===== config.mk =====
export PLATFORM = sky130hd
export DESIGN_NAME = csp_port
export DESIGN_NICKNAME = d
export VERILOG_FILES = /design/src/rtl/csp_pkg.sv /design/src/rtl/csp_sync.sv /design/src/rtl/csp_edge.sv /design/src/rtl/csp_shifter.sv /design/src/rtl/csp_status.sv /design/src/rtl/csp_port.sv
export SDC_FILE = /design/constraint.sdc
export NUM_CORES = 1
export LEC_CHECK = 0
export ABC_CLOCK_PERIOD_IN_PS = 1950
export BUFFER_PORTS_ARGS = -buffer_cell sky130_fd_sc_hd__buf_2
export CAP_MARGIN = 20
export CORE_ASPECT_RATIO = 1.75
export CORE_UTILIZATION = 50
export CTS_CLUSTER_SIZE = 20
export DETAILED_ROUTE_END_ITERATION = 10
export GPL_ROUTABILITY_DRIVEN = 0
export PLACE_DENSITY = 0.72
export SETUP_SLACK_MARGIN = 0.1
export SLEW_MARGIN = 5
export SYNTH_ARGS = -nofsm -noshare
export SYNTH_HDL_FRONTEND = slang
export SYNTH_SLANG_ARGS = --single-unit
export TNS_END_PERCENT = 10

===== constraint.sdc =====
create_clock -name clk -period 1.95 [get_ports clk]
set_clock_uncertainty 0.1 [all_clocks]
set_input_delay 0.585 -clock clk [delete_from_list [all_inputs] [get_ports clk]]
set_output_delay 0.585 -clock clk [all_outputs]
set_load 0.03 [all_outputs]

===== src/rtl/csp_pkg.sv =====
package csp_pkg;
    localparam int unsigned BYTE_W = 8;
    localparam int unsigned LIVE_W = 3;
    localparam int unsigned CNT_W  = $clog2(BYTE_W + 1);

    typedef logic [BYTE_W-1:0] byte_t;
    typedef logic [CNT_W-1:0]  cnt_t;

    typedef struct packed {
        byte_t rx;
        byte_t tx;
        cnt_t  cnt;
        logic  commit;
    } shift_st_t;

    typedef struct packed {
        logic viol;
        logic prev_sync;
        logic prev_sig;
        logic irq;
    } stat_st_t;
endpackage


===== src/rtl/csp_sync.sv =====
module csp_sync #(
    parameter int unsigned WIDTH  = 1,
    parameter int unsigned STAGES = 2
) (
    input  logic             clk,
    input  logic             rst_n,
    input  logic [WIDTH-1:0] din,
    output logic [WIDTH-1:0] dout
);
    logic [STAGES-1:0][WIDTH-1:0] st_d, st_q;

    always_comb begin
        st_d[0] = din;
        for (int i = 1; i < STAGES; i++) begin
            st_d[i] = st_q[i-1];
        end
    end

    always_ff @(posedge clk or negedge rst_n) begin
        if (!rst_n) st_q <= '0;
        else        st_q <= st_d;
    end

    assign dout = st_q[STAGES-1];
endmodule


===== src/rtl/csp_edge.sv =====
module csp_edge #(
    parameter int unsigned WIDTH = 1
) (
    input  logic             clk,
    input  logic             rst_n,
    input  logic [WIDTH-1:0] lvl,
    output logic [WIDTH-1:0] rise,
    output logic [WIDTH-1:0] fall
);
    logic [WIDTH-1:0] prev_d, prev_q;

    always_comb begin
        prev_d = lvl;
    end

    always_ff @(posedge clk or negedge rst_n) begin
        if (!rst_n) prev_q <= '0;
        else        prev_q <= prev_d;
    end

    assign rise = lvl & ~prev_q;
    assign fall = ~lvl & prev_q;
endmodule


===== src/rtl/csp_shifter.sv =====
module csp_shifter
    import csp_pkg::*;
(
    input  logic  clk,
    input  logic  rst_n,
    input  logic  sel_act,
    input  logic  sel_start,
    input  logic  sck_rise,
    input  logic  sck_fall,
    input  logic  sdi,
    input  byte_t load_val,
    output byte_t rx_byte,
    output logic  commit,
    output logic  sdo,
    output logic  first_rise,
    output cnt_t  bit_cnt
);
    localparam cnt_t LAST = cnt_t'(BYTE_W);

    shift_st_t q, d;

    always_comb begin
        d          = q;
        d.commit   = 1'b0;
        first_rise = 1'b0;
        if (sel_start) begin
            d.tx  = load_val;
            d.rx  = '0;
            d.cnt = '0;
        end else if (sel_act) begin
            if (sck_rise && (q.cnt < LAST)) begin
                d.rx       = {q.rx[BYTE_W-2:0], sdi};
                d.cnt      = q.cnt + 1'b1;
                d.commit   = (q.cnt == LAST - 1'b1);
                first_rise = (q.cnt == '0);
            end
            if (sck_fall && (q.cnt != '0) && (q.cnt < LAST)) begin
                d.tx = {q.tx[BYTE_W-2:0], 1'b0};
            end
        end
    end

    always_ff @(posedge clk or negedge rst_n) begin
        if (!rst_n) q <= '0;
        else        q <= d;
    end

    assign rx_byte = q.rx;
    assign commit  = q.commit;
    assign sdo     = q.tx[BYTE_W-1];
    assign bit_cnt = q.cnt;
endmodule


===== src/rtl/csp_status.sv =====
module csp_status
    import csp_pkg::*;
(
    input  logic clk,
    input  logic rst_n,
    input  logic loop_sync,
    input  logic sig_present,
    input  logic code_viol,
    input  logic clear,
    input  logic release_irq,
    output logic viol,
    output logic irq
);
    stat_st_t q, d;
    logic     changed;

    always_comb begin
        d           = q;
        changed     = (loop_sync ^ q.prev_sync) | (sig_present ^ q.prev_sig);
        d.prev_sync = loop_sync;
        d.prev_sig  = sig_present;
        d.viol      = code_viol | (q.viol & ~clear);
        d.irq       = changed | (q.irq & ~release_irq);
    end

    always_ff @(posedge clk or negedge rst_n) begin
        if (!rst_n) q <= '0;
        else        q <= d;
    end

    assign viol = q.viol;
    assign irq  = q.irq;
endmodule


===== src/rtl/csp_port.sv =====
module csp_port
    import csp_pkg::*;
#(
    parameter int unsigned SYNC_STAGES = 2
) (
    input  logic              clk,
    input  logic              rst_n,
    input  logic              sck,
    input  logic              sel_n,
    input  logic              sdi,
    output logic              sdo,
    output logic              sdo_en,
    output logic              irq_pull,
    input  logic              loop_sync,
    input  logic              sig_present,
    input  logic              code_viol,
    output logic [BYTE_W-1:0] ctrl
);
    logic [2:0] pin_lvl;
    logic [1:0] pin_rise, pin_fall;
    logic       sck_rise, sck_fall, sel_act, sel_start, sel_end, sdi_s;
    logic       commit, first_rise, viol;
    byte_t      rx_byte, status_byte, ctrl_d, ctrl_q;
    cnt_t       bit_cnt;

    csp_sync #(.WIDTH(3), .STAGES(SYNC_STAGES)) u_sync (
        .clk(clk), .rst_n(rst_n),
        .din({sdi, ~sel_n, sck}), .dout(pin_lvl)
    );

    csp_edge #(.WIDTH(2)) u_edge (
        .clk(clk), .rst_n(rst_n),
        .lvl(pin_lvl[1:0]), .rise(pin_rise), .fall(pin_fall)
    );

    assign sck_rise  = pin_rise[0];
    assign sck_fall  = pin_fall[0];
    assign sel_start = pin_rise[1];
    assign sel_end   = pin_fall[1];
    assign sel_act   = pin_lvl[1];
    assign sdi_s     = pin_lvl[2];

    assign status_byte = {ctrl_q[BYTE_W-1:LIVE_W], viol, loop_sync, sig_present};

    csp_shifter u_shift (
        .clk(clk), .rst_n(rst_n),
        .sel_act(sel_act), .sel_start(sel_start),
        .sck_rise(sck_rise), .sck_fall(sck_fall), .sdi(sdi_s),
        .load_val(status_byte), .rx_byte(rx_byte), .commit(commit),
        .sdo(sdo), .first_rise(first_rise), .bit_cnt(bit_cnt)
    );

    csp_status u_stat (
        .clk(clk), .rst_n(rst_n),
        .loop_sync(loop_sync), .sig_present(sig_present), .code_viol(code_viol),
        .clear(sel_end), .release_irq(first_rise),
        .viol(viol), .irq(irq_pull)
    );

    always_comb begin
        ctrl_d = commit ? rx_byte : ctrl_q;
    end

    always_ff @(posedge clk or negedge rst_n) begin
        if (!rst_n) ctrl_q <= '0;
        else        ctrl_q <= ctrl_d;
    end

    assign ctrl   = ctrl_q;
    assign sdo_en = sel_act;
endmodule


# Word level (Yosys, flattened, before mapping)
# Cells that the tools add are included.
[totals] register_bits=41
[op_classes] addsub=1 n_lt_le_gt_ge=1 eq_ne=1 muxes=9 bitwise=14 n_reduce_logical=10
[op_table] operator="21-bit two-way mux" n=1
[op_table] operator="20-bit two-way mux" n=1
[op_table] operator="8-bit two-way mux" n=2
[op_table] operator="2-bit nonzero test" n=3
[op_table] operator="5-bit two-way mux" n=1
[op_table] operator="4-bit by 1-bit adder with 4-bit output, second input constant" n=1
[op_table] operator="2-bit bitwise AND" n=2
[op_table] operator="4-bit by 3-bit == test with 1-bit output, second input constant" n=1
[op_table] operator="4-bit zero test" n=1
[op_table] operator="4-bit less-than comparator, second input constant" n=1
[op_table] operator="1-bit two-way mux" n=4
[op_table] operator="2-bit inverter" n=2
[op_table] operator="2-bit AND reduction" n=2
[op_table] operator="4-bit nonzero test" n=1
[op_table] operator="1-bit logical AND" n=3
[op_table] operator="1-bit inverter" n=3
[op_table] operator="1-bit bitwise OR" n=3
[op_table] operator="1-bit bitwise AND" n=2
[op_table] operator="1-bit bitwise XOR" n=2

# Longest topological paths before layout
[depth] depth_word=9 mapped_depth=6 mapped_depth_nobuf=5

# Cells and area by module
# A second synthesis with hierarchy kept.
[hier_totals] cells_unflattened=163 hier_area_um2=1866.8
[by_module_without_submodules] mod="csp_shifter" n_inst=1 cells_each=123 area_each_um2=1156.1 seq_area_each_um2=525.5
[by_module_without_submodules] mod="csp_port" n_inst=1 cells_each=18 area_each_um2=335.3 seq_area_each_um2=200.2
[by_module_without_submodules] mod="csp_sync" n_inst=1 cells_each=6 area_each_um2=150.1 seq_area_each_um2=150.1
[by_module_without_submodules] mod="csp_status" n_inst=1 cells_each=10 area_each_um2=140.1 seq_area_each_um2=100.1
[by_module_without_submodules] mod="csp_edge" n_inst=1 cells_each=6 area_each_um2=85.1 seq_area_each_um2=50.0

# Least setup slack after synthesis
# No wires, ideal clock.
[synth_path] path_kind="register to register" from="register u_sync.st_q (netlist bit u_sync.dout[1])" to="register u_shift.q[10] in the netlist's numbering" setup_ns=0.126 t_arrival_ns=1.396 required_time_ns=1.724 setup_slack_ns=0.328 path_stages_with_launch=5 path_buffers=1 period_less_slack_ns=1.622 path_cell_list="dfrtp_1 and4bb_2 and3_1 clkbuf_1 a221o_1"
[synth_via] elab_chain_len=3 word_cells_on_any_way=5 cone_classes="mux: 1; bitwise: 1; reduce/logical: 3"
[synth_lines] element="start: declaration" line="csp_sync.sv:10" rtl="logic [STAGES-1:0][WIDTH-1:0] st_d, st_q;"
[synth_lines] element="start signal: assignment" line="csp_sync.sv:21" rtl="else st_q <= st_d;"
[synth_lines] element="2-bit bitwise AND" line="csp_edge.sv:21" rtl="assign rise = lvl & ~prev_q;"
[synth_lines] element="2-bit nonzero test (no line)"
[synth_lines] element="2-bit AND reduction (no line)"
[synth_lines] element="end signal: assignment" line="csp_shifter.sv:44" rtl="if (!rst_n) q <= '0;"
[synth_lines] element="end signal: assignment" line="csp_shifter.sv:45" rtl="else q <= d;"
[synth_lines] element="end: declaration" line="csp_shifter.sv:20" rtl="shift_st_t q, d;"
# Parallel ways exist; a longest one is shown, timed or not.
# A chain may end at the register's enable or synchronous reset.

# Worst setup path in the final report
[layout_path] from="register u_shift.q (netlist bit u_shift.bit_cnt[3])" to="register u_shift.q (netlist bit u_shift.bit_cnt[0])"
[layout_via] elab_chain_len=4
[layout_lines] element="4-bit less-than comparator" line="csp_shifter.sv:31" rtl="if (sck_rise && (q.cnt < LAST)) begin"
[layout_lines] element="1-bit logical AND" line="csp_shifter.sv:31"
[layout_lines] element="2-bit nonzero test (no line)"
[layout_lines] element="2-bit AND reduction (no line)"
# No other way between the ends.

==> metrics.md <==
| Metric | Value |
|---|---|
| Worst Path Buf+Inv | 0 |
| Critical path startpoint category | flip-flop |
| GRT Overall Usage | 18.56% |
| Syn Inst Count | 108 |
| CTS sink cnt | 41 |
| Post-synth EDFFs | 0 |
| Post-Layout Cell Count | 174 |
| Ant diodes | 0 |
| Vias in the first global route | 1010 |
| Maximum VDD drop | 0.6337 mV |
| Synthesized Nets | 118 |
| Clk pin slew, worst setup/hold paths | 0.08 ns |
| Die Ht | 76.46 um |
| CTS tree | yes |
| Hold Fails Final Rpt | 0 |
| Most used DFF post-synth | dfrtp_1 |
| Syn Area/Cell | 14.67 um^2 |
| Initial Util | 53.51% |
| Nets@finish | 142 |
| Critical Path Sink | u_shift.bit_cnt[0] |
| Cell family with most CP delay | simple AND/OR/NAND/NOR gates |
| Post-synthesis sequential area ratio | 64.77% |
| Power Dens Cells | 892.5 mW/mm^2 |
| Worst Reg-to-Reg Cells | 3 |
| Grt ovf | 0 |
| Min cycle time layout | 1.644 ns |
| # DRC | 0 |
| Ports | 19 |
| Final Max Tran Viols | 0 |
| Clk Latency, worst-skew pair | 0.30 ns |
| Synth Warn # | 0 |
| Die area | 0.003406 mm^2 |
| Vias | 949 |
| Leading area contributor after synthesis | dfrtp_1 |
| Drt total wl | 2621 um |
| CP Capture Type | flip-flop |
| Max Cap Viol | 0 |
| R2R Setup Slk | 0.31 ns |
| TritonRoute pass-1 iters | 4 |
| Syn-to-layout area delta | 15.72% |
| First-pass GRT wire length | 4526 um |
| Synth top area share | 64.77% |
| # rows | 26 |
| Fin Setup TNS | 0 ns |
| Num CTS Buffers | 5 |
| Setup crit start | u_shift.bit_cnt[3] |
| Crit path cell chain | or3b_4 -> a21bo_1 -> mux2_4 |
| CP Class | reg2reg |
| CP Depth | 3 |
| Core Box Area | 0.002960 mm^2 |
| Vias per cell | 5.454 |
| PortBufs | 18 |
| R2r endpoint | u_shift.bit_cnt[0] |
| Crit path max fanout | 10 |
| Async set-reset flop share out of synthesis | 100.0% |
| H-tree Lvls | 2 |
| #FFs+latches synth | 41 |
| Average wire per standard cell | 15.06 um |
| Die Width | 44.55 um |
| Setup bufs post-CTS | 0 |
| Slowest stage delay, CP | 0.41 ns |
| Top cells by area, synth | dfrtp_1 (65%), mux2_2 (6.4%), a22o_2 (5.7%) |
| Worst hold path class | in2async |
| Leakage | 0.9516 nW |
| Fillers | 240 |
| Clock buffer depth | 2 |
| Fin crit share | 84.29% |
| Number of instances in the placed design | 167 |
| Relative slew slack | 66.95% |
| Run status | complete, no violations |
| Worst slew pin tran | 0.4958 ns |
| Final setup fails | 0 |
| Hold Buf Count CTS | 0 |
| Largest net degree at the start of global routing | 42 |
| Root buf cell | clkbuf_8 |
| Number of nets with antenna violations after routing | 0 |
| Slowest CP cell | or3b_4 |
| Mapped Area | 0.001584 mm^2 |
| Share of layout cells above drive strength 1 | 39.39% |
| FMAX | 608.4 MHz |
| Worst r2r src | u_shift.bit_cnt[3] |
| CP arrival | 1.72 ns |
| Req. time, crit path | 2.03 ns |
| RSZ-0062 raised after global routing | false |
| Initial antenna violation count | 0 |
| Detail Placement HPWL | 1822 um |
| Yosys cell types | 26 |
| Iteration-0 DRC Markers | 27 |
| Cts repair resizes | 0 |
[per-stage QoR]
stage          hold WS (ns)  worst slack [ns]  cell area, um^2  utilization (%)  total power, mW
2_1_floorplan        0.1894            0.3283             1584                -           0.9634
3_3_place_gp         0.2336            0.3642             1729            58.41            1.002
3_5_place_dp         0.2381            0.3247             1729            58.41            1.007
4_1_cts              0.2464            0.3115             1833            61.92            1.662
5_1_grt              0.2684            0.2338             1833            61.92            1.698
6_report             0.2397            0.3063             1833            61.92            1.636
[where the power goes]
group	total (mW)	switching [mW]	internal (mW)
sequential	0.895	0.0180	0.877
clock	0.647	0.276	0.372
combinational	0.0934	0.0523	0.0411
total	1.64	0.346	1.29
[cell usage after synthesis (2+ instances only)]
| cell | n |
|---|---|
| a221o_1 | 7 |
| inv_1 | 4 |
| nor2_1 | 2 |
| nand2b_1 | 3 |
| mux2_2 | 9 |
| ha_1 | 2 |
| and3_1 | 9 |
| and4bb_2 | 2 |
| a22o_2 | 9 |
| clkbuf_1 | 3 |
| o21ai_0 | 2 |
| dfrtp_1 | 41 |
| xnor2_1 | 2 |
[kinds of logic after synthesis]
group	share of synthesized area [%]
flip-flops	64.77
AO/OA/AOI/OAI	13.98
AND/OR/NAND/NOR	8.530
multiplexers	7.346
buffers and inverters	2.685
XOR/XNOR	1.106
adder cells (fa/ha/maj)	1.580
[layer usage]
metal | global-route usage (%) | share of wire (%) | vias up
met1 | 19.35 | 39 | 482
met5 | 0 | 0 | -
li1 | - | - | 445
met4 | 10.91 | 2.7 | 0
met2 | 30.59 | 54 | 16
met3 | 6.398 | 3.6 | 6
[placed cells by master (no fill, tap or decap), types with 2 or more instances in the layout]
cell type	Yosys	final
a221o_1	7	7
a22o_2	9	9
and3_1	9	9
and4bb_2	2	2
buf_2	1	18
buf_4	0	4
clkbuf_8	0	5
dfrtp_1	41	41
ha_1	2	2
inv_1	4	4
mux2_2	9	9
nand2b_1	3	3
nor2_1	2	2
o21ai_0	2	2
xnor2_1	2	2
[worst min path at each step]
stage               slack [ns]             end  depth (start not counted)
floorplan                 0.19         ctrl[0]                          0
global placement          0.23  u_sync.dout[1]                          0
detailed placement        0.24  u_sync.dout[0]                          0
CTS                       0.25     u_stat.viol                          2
global route              0.27     u_stat.viol                          2
finish                    0.24  u_shift.commit                          2
[cell type report]
type	instances	area, um^2	share of cell area [%]
Tap cell	42	52.55	2.867
Timing Repair Buffer	22	120.1	6.553
Multi-Input combinational cell	58	515.5	28.12
Clock buffer	5	68.82	3.754
Sequential cell	41	1026	55.97
Inverter	4	15.01	0.8191
Clock inverter	2	35.03	1.911
[flip-flops by register name (all words and copies together) (netlist names)]
register and count:
ctrl 8, u_edge.prev_q 2, u_shift.bit_cnt 4, u_shift.commit 1
u_shift.q 7, u_shift.rx_byte 8, u_shift.sdo 1, u_stat.irq 1
u_stat.q 2, u_stat.viol 1, u_sync.dout 3, u_sync.st_d 3
No activity file was read; power rests on OpenSTA's default activity.
